$ cat config.mk
export PLATFORM = sky130hd
export DESIGN_NAME = req_node_filter
export DESIGN_NICKNAME = d
export VERILOG_FILES = /design/src/rtl/req_filter_pkg.sv /design/src/rtl/nodemask_bank.sv /design/src/rtl/route_decide.sv /design/src/rtl/route_stage.sv /design/src/rtl/req_node_filter.sv
export SDC_FILE = /design/constraint.sdc
export NUM_CORES = 1
export LEC_CHECK = 0
export BUFFER_PORTS_ARGS = -buffer_cell sky130_fd_sc_hd__buf_2
export CORE_ASPECT_RATIO = 1.75
export CORE_MARGIN = 1.5
export CORE_UTILIZATION = 61
export DETAILED_ROUTE_END_ITERATION = 12
export PLACE_DENSITY_LB_ADDON = 0.15
export SYNTH_ARGS = -nofsm -noshare
export SYNTH_HDL_FRONTEND = slang
export SYNTH_SLANG_ARGS = --single-unit
$ cat constraint.sdc
create_clock -name clk -period 5.1 [get_ports clk]
set_input_delay 0.51 -clock clk [delete_from_list [all_inputs] [get_ports clk]]
set_output_delay 0.51 -clock clk [all_outputs]
set_load 0.01 [all_outputs]
$ cat src/rtl/req_filter_pkg.sv
package req_filter_pkg;
  typedef enum logic [1:0] {
    ROUTE_REJECT = 2'b00,
    ROUTE_ASYNC  = 2'b01,
    ROUTE_PHYS   = 2'b10
  } route_e;
endpackage

$ cat src/rtl/nodemask_bank.sv
module nodemask_bank #(
  parameter int NODE_W = 6,
  parameter int WORD_W = 32,
  localparam int NUM_NODES = 1 << NODE_W,
  localparam int NUM_WORDS = NUM_NODES / WORD_W,
  localparam int WSEL_W = (NUM_WORDS > 1) ? $clog2(NUM_WORDS) : 1
) (
  input  logic              clk,
  input  logic              rst_n,
  input  logic              wr_en,
  input  logic              wr_clr,
  input  logic [WSEL_W-1:0] wr_word,
  input  logic [WORD_W-1:0] wr_data,
  input  logic [WSEL_W-1:0] rd_word,
  output logic [WORD_W-1:0] rd_data,
  input  logic [NODE_W-1:0] node_sel,
  output logic              node_hit
);
  logic [NUM_WORDS-1:0][WORD_W-1:0] words_q;
  logic [NUM_NODES-1:0]             flat;

  always_ff @(posedge clk) begin
    if (!rst_n) begin
      words_q <= '0;
    end else if (wr_en) begin
      for (int w = 0; w < NUM_WORDS; w++) begin
        if (wr_word == WSEL_W'(w)) begin
          words_q[w] <= wr_clr ? (words_q[w] & ~wr_data) : (words_q[w] | wr_data);
        end
      end
    end
  end

  assign flat     = words_q;
  assign rd_data  = words_q[rd_word];
  assign node_hit = flat[node_sel];

  AST_SET_TAKES: assert property (@(posedge clk) disable iff (!rst_n)
    (wr_en && !wr_clr) |=> ((words_q[$past(wr_word)] & $past(wr_data)) == $past(wr_data)));
  AST_CLR_TAKES: assert property (@(posedge clk) disable iff (!rst_n)
    (wr_en && wr_clr) |=> ((words_q[$past(wr_word)] & $past(wr_data)) == '0));
  AST_IDLE_KEEPS: assert property (@(posedge clk) disable iff (!rst_n)
    !wr_en |=> $stable(words_q));
endmodule

$ cat src/rtl/route_decide.sv
module route_decide
  import req_filter_pkg::*;
#(
  parameter int BUS_W = 10
) (
  input  logic [BUS_W-1:0] src_bus,
  input  logic [BUS_W-1:0] own_bus,
  input  logic             any_bus_en,
  input  logic             phys_hit,
  input  logic             async_hit,
  output route_e           route
);
  logic bus_ok;

  always_comb begin
    bus_ok = (src_bus == {BUS_W{1'b1}}) || (src_bus == own_bus) || any_bus_en;
    if (!bus_ok)        route = ROUTE_REJECT;
    else if (phys_hit)  route = ROUTE_PHYS;
    else if (async_hit) route = ROUTE_ASYNC;
    else                route = ROUTE_REJECT;
  end
endmodule

$ cat src/rtl/route_stage.sv
module route_stage
  import req_filter_pkg::*;
(
  input  logic       clk,
  input  logic       rst_n,
  input  logic       in_valid,
  output logic       in_ready,
  input  route_e     in_route,
  output logic       out_valid,
  input  logic       out_ready,
  output logic [1:0] out_code
);
  route_e code_q;
  logic   valid_q;

  assign in_ready  = !valid_q || out_ready;
  assign out_valid = valid_q;
  assign out_code  = code_q;

  always_ff @(posedge clk) begin
    if (!rst_n) begin
      valid_q <= 1'b0;
      code_q  <= ROUTE_REJECT;
    end else if (in_ready) begin
      valid_q <= in_valid;
      if (in_valid) code_q <= in_route;
    end
  end

  AST_HOLD_STALL: assert property (@(posedge clk) disable iff (!rst_n)
    (out_valid && !out_ready) |=> (out_valid && $stable(out_code)));
  AST_TAKE_LATENCY: assert property (@(posedge clk) disable iff (!rst_n)
    (in_valid && in_ready) |=> out_valid);
  AST_NO_CODE3: assert property (@(posedge clk) disable iff (!rst_n)
    out_valid |-> (out_code != 2'b11));
endmodule

$ cat src/rtl/req_node_filter.sv
module req_node_filter
  import req_filter_pkg::*;
#(
  parameter int NODE_W = 6,
  parameter int BUS_W  = 10,
  parameter int WORD_W = 32,
  localparam int ID_W      = NODE_W + BUS_W,
  localparam int NUM_WORDS = (1 << NODE_W) / WORD_W,
  localparam int WSEL_W    = (NUM_WORDS > 1) ? $clog2(NUM_WORDS) : 1,
  localparam int ADDR_W    = WSEL_W + 2,
  localparam int BANK_POS  = WSEL_W + 1
) (
  input  logic              clk,
  input  logic              rst_n,
  input  logic              cfg_we,
  input  logic [ADDR_W-1:0] cfg_addr,
  input  logic [WORD_W-1:0] cfg_wdata,
  output logic [WORD_W-1:0] cfg_rdata,
  input  logic [BUS_W-1:0]  own_bus,
  input  logic              any_bus_en,
  input  logic              hdr_valid,
  output logic              hdr_ready,
  input  logic [ID_W-1:0]   hdr_src_id,
  output logic              route_valid,
  input  logic              route_ready,
  output logic [1:0]        route_code
);
  logic [1:0]        bank_hit;
  logic [WORD_W-1:0] bank_rd [2];
  logic [BUS_W-1:0]  src_bus;
  logic [NODE_W-1:0] src_node;
  route_e            decided;

  assign src_bus  = hdr_src_id[ID_W-1:NODE_W];
  assign src_node = hdr_src_id[NODE_W-1:0];

  // bank 0: asynchronous context, bank 1: physical path
  for (genvar g = 0; g < 2; g++) begin : g_bank
    nodemask_bank #(.NODE_W(NODE_W), .WORD_W(WORD_W)) u_bank (
      .clk      (clk),
      .rst_n    (rst_n),
      .wr_en    (cfg_we && (cfg_addr[BANK_POS] == 1'(g))),
      .wr_clr   (cfg_addr[0]),
      .wr_word  (cfg_addr[WSEL_W:1]),
      .wr_data  (cfg_wdata),
      .rd_word  (cfg_addr[WSEL_W:1]),
      .rd_data  (bank_rd[g]),
      .node_sel (src_node),
      .node_hit (bank_hit[g])
    );
  end

  assign cfg_rdata = cfg_addr[BANK_POS] ? bank_rd[1] : bank_rd[0];

  route_decide #(.BUS_W(BUS_W)) u_decide (
    .src_bus    (src_bus),
    .own_bus    (own_bus),
    .any_bus_en (any_bus_en),
    .phys_hit   (bank_hit[1]),
    .async_hit  (bank_hit[0]),
    .route      (decided)
  );

  route_stage u_stage (
    .clk       (clk),
    .rst_n     (rst_n),
    .in_valid  (hdr_valid),
    .in_ready  (hdr_ready),
    .in_route  (decided),
    .out_valid (route_valid),
    .out_ready (route_ready),
    .out_code  (route_code)
  );

  AST_FOREIGN_REJECT: assert property (@(posedge clk) disable iff (!rst_n)
    (hdr_valid && hdr_ready && !any_bus_en && (src_bus != {BUS_W{1'b1}}) && (src_bus != own_bus))
      |=> (route_code == 2'b00));
  AST_PHYS_WINS: assert property (@(posedge clk) disable iff (!rst_n)
    (hdr_valid && hdr_ready && bank_hit[1] && (src_bus == {BUS_W{1'b1}}))
      |=> (route_code == 2'b10));
  AST_STALL_BLOCKS: assert property (@(posedge clk) disable iff (!rst_n)
    (route_valid && !route_ready) |-> !hdr_ready);
endmodule

==> flow_metrics.py <==
metrics = {
    "yosys": {
        "avgSynthCellArea_um2": 10.7,
        "ys_seq_area_frac": 0.377,
        "post-synth-top-area-fraction": 0.377,
        "syn-num-nets": 717,
        "yosys-top-cells-area": "dfxtp_1, mux4_2, a311oi_1, a21oi_1, mux2i_1",
        "syn-cell-area_um2": 6960,
        "yosysUniqueCellTypes": 38,
        "postSynthCellCount": 650,
        "yosysWarnings": 0,
        "synth_top_area_cell": "dfxtp_1",
        "ys_ff_latch": 131,
    },
    "routing": {
        "via_per_inst": 7.36,
        "firstDrtPassIters": 5,
        "wirelength_um": 20100,
        "avgRoutedWirePerCell_um": 24.7,
        "antenna_left": 0,
        "first_iter_violations": 553,
        "drc": 0,
        "route.met3.wl_um": 1290,
        "routed-wl-met2_um": 10900,
        "top_layer": "met4",
        "met1_length_um": 7170,
        "vias": 6013,
    },
    "floorplanning": {
        "core_area_um2": 11100,
        "die_h_um": 144,
        "fp-row-count": 51,
        "io_pins": 103,
        "die_x_um": 83.8,
        "die_area_um2": 12100,
        "start_util": 0.627,
    },
    "setup_path": {
        "cp-start-kind": "input pin",
        "max_stage_delay_ps": 610,
        "crit_path_end_kind": "output port",
        "crit_required_ps": 4590,
        "critPathArrivalTime_ps": 2270,
        "crit_path_frequent_cell": "buf_2",
        "worst_path_max_delay_cell": "mux4_2",
        "path_cells": "buf_2, buf_4, mux4_2, buf_2",
        "cp_max_fo": 20,
        "crit_type": "in -> out",
    },
    "finish": {
        "final_common_cell": "dfxtp_1",
        "syn2layout_area_growth_pct": 13.1,
        "finalNetCount": 737,
        "layout_common_cells": "dfxtp_1, a21oi_1, a311oi_1",
        "drive_gt1_frac": 0.300,
        "instances_no_fill": 817,
        "fin_area_um2": 7880,
    },
    "clocking": {
        "post_cts_resize_count": 0,
        "htree_levels": 4,
        "cts_buffer_depth": 2,
        "clock-sinks": 131,
        "clk_pin_slew_worst_paths_ps": 60,
        "cts_buffers": 17,
        "cts_tree": "yes",
        "clk_latency_ps": 410,
        "clk_root_buffer_cell": "clkbuf_16",
        "hold_buffers": 0,
        "postCtsSetupBuffers": 0,
    },
    "power_and_ir_drop": {
        "p_per_area_nw_per_um2": 351,
        "leakage_uw": 0.00273,
        "ir_worst_vdd_mv": 0.277,
        "finalPower_uw": 2760,
    },
    "sta": {
        "min_period_ps": 2780,
        "slew_headroom": 0.101,
        "clock_skew_ps": 5.58,
        "worst_pin_slew_ps": 1350,
        "finalSetupTns_ps": 0,
        "rsz0062_at_grt": "no",
        "maxSlewViolCount": 0,
        "holdWs_ps": 342,
        "hold_violations": 0,
        "setup_violations": 0,
        "fmax_mhz": 359,
        "fin_crit_sh": 0.546,
    },
    "grt": {
        "grt_start_max_net_pins": 129,
        "first_global_vias": 5673,
        "grt.total_usage": 0.334,
        "overflow": 0,
        "antenna_found_initial": 2,
        "grt_pass1_wl_um": 31400,
    },
    "place": {
        "place_area_um2": 7210,
        "dpl.cell_count": 783,
        "io_buffer_count": 102,
        "dp_hpwl_um": 13000,
        "gp_congestion": 0.840,
    },
    "run_status": {
        "outcome": "finished, final reports clean",
    },
    "hold_path": {
        "hp-class": "in -> reg",
    },
    "flow_run": {
        "max_cap_viol_count": 0,
    },
}
cell families after synthesis:
logic type	synth area share
buffers and inverters	0.0726
multiplexers	0.236
XOR/XNOR	0.0126
AO/OA/AOI/OAI	0.272
AND/OR/NAND/NOR	0.0305
flip-flops	0.377
layer usage:
metal | track usage | up-vias
met1 | 0.391 | 2953
met3 | 0.0594 | 61
met4 | 0.165 | 0
met2 | 0.589 | 296
met5 | 0 | -
li1 | - | 2703
power by group:
group	internal (µW)	leakage (µW)	switching (µW)
clock	894	0.000317	455
combinational	130	0.00135	191
sequential	1060	0.00106	32.4
total	2080	0.00273	679
synth_stat cells:
library cell	count
and3b_1	1
nand3b_1	1
xnor2_1	2
mux4_1	2
clkbuf_2	32
inv_1	2
buf_1	7
nand4_1	4
buf_2	6
or2_2	1
buf_8	1
o31ai_2	1
a32o_1	1
buf_6	3
a22oi_1	2
nor2b_1	4
nand2b_1	3
a211oi_1	2
mux2i_1	33
a221o_1	1
nor3_1	2
a21oi_1	130
nor4_1	2
nor2_1	4
xor2_1	8
dfxtp_1	131
and3_1	2
o22ai_1	2
o41ai_2	1
clkbuf_1	56
nor3b_1	1
nand3_1	7
a2111oi_4	1
and2_1	1
a311oi_1	128
mux4_2	56
buf_4	3
nand2_1	6
layout make-up:
class	count	area, µm²
clock buffers	20	457
well taps	132	165
diodes	2	5.00
repair buffers	109	566
multi-input cells	409	3850
fillers	830	3230
flip-flops and latches	131	2620
clock inverters	12	201
inverters	2	8.76
critical path, delay by kind of cell:
family | cells | cell delay [ps]
buffers and inverters | 3 | 1120
multiplexers | 1 | 610
path summary, 6_finish.rpt:
kind | startpoint | end | slack (ps) | cells past startpoint
setup reg to reg | flop | u_stage.out_code[0]$_SDFFE_PN0P_ | 3180 | 5
hold / removal | hdr_valid | u_stage.out_valid$_SDFFE_PN0N_ | 340 | 3
hold reg to reg | u_stage.out_code[0]$_SDFFE_PN0P_ | u_stage.out_code[0]$_SDFFE_PN0P_ | 510 | 2
setup / recovery | cfg_addr[2] | cfg_rdata[12] | 2320 | 4
per-stage QoR:
step	util	setup WS (ps)
floorplan	-	2650
global placement	0.650	2130
detailed placement	0.650	2060
CTS	0.709	2310
global route	0.709	2210
finish	0.709	2320
(Power assumes the default switching activity.)
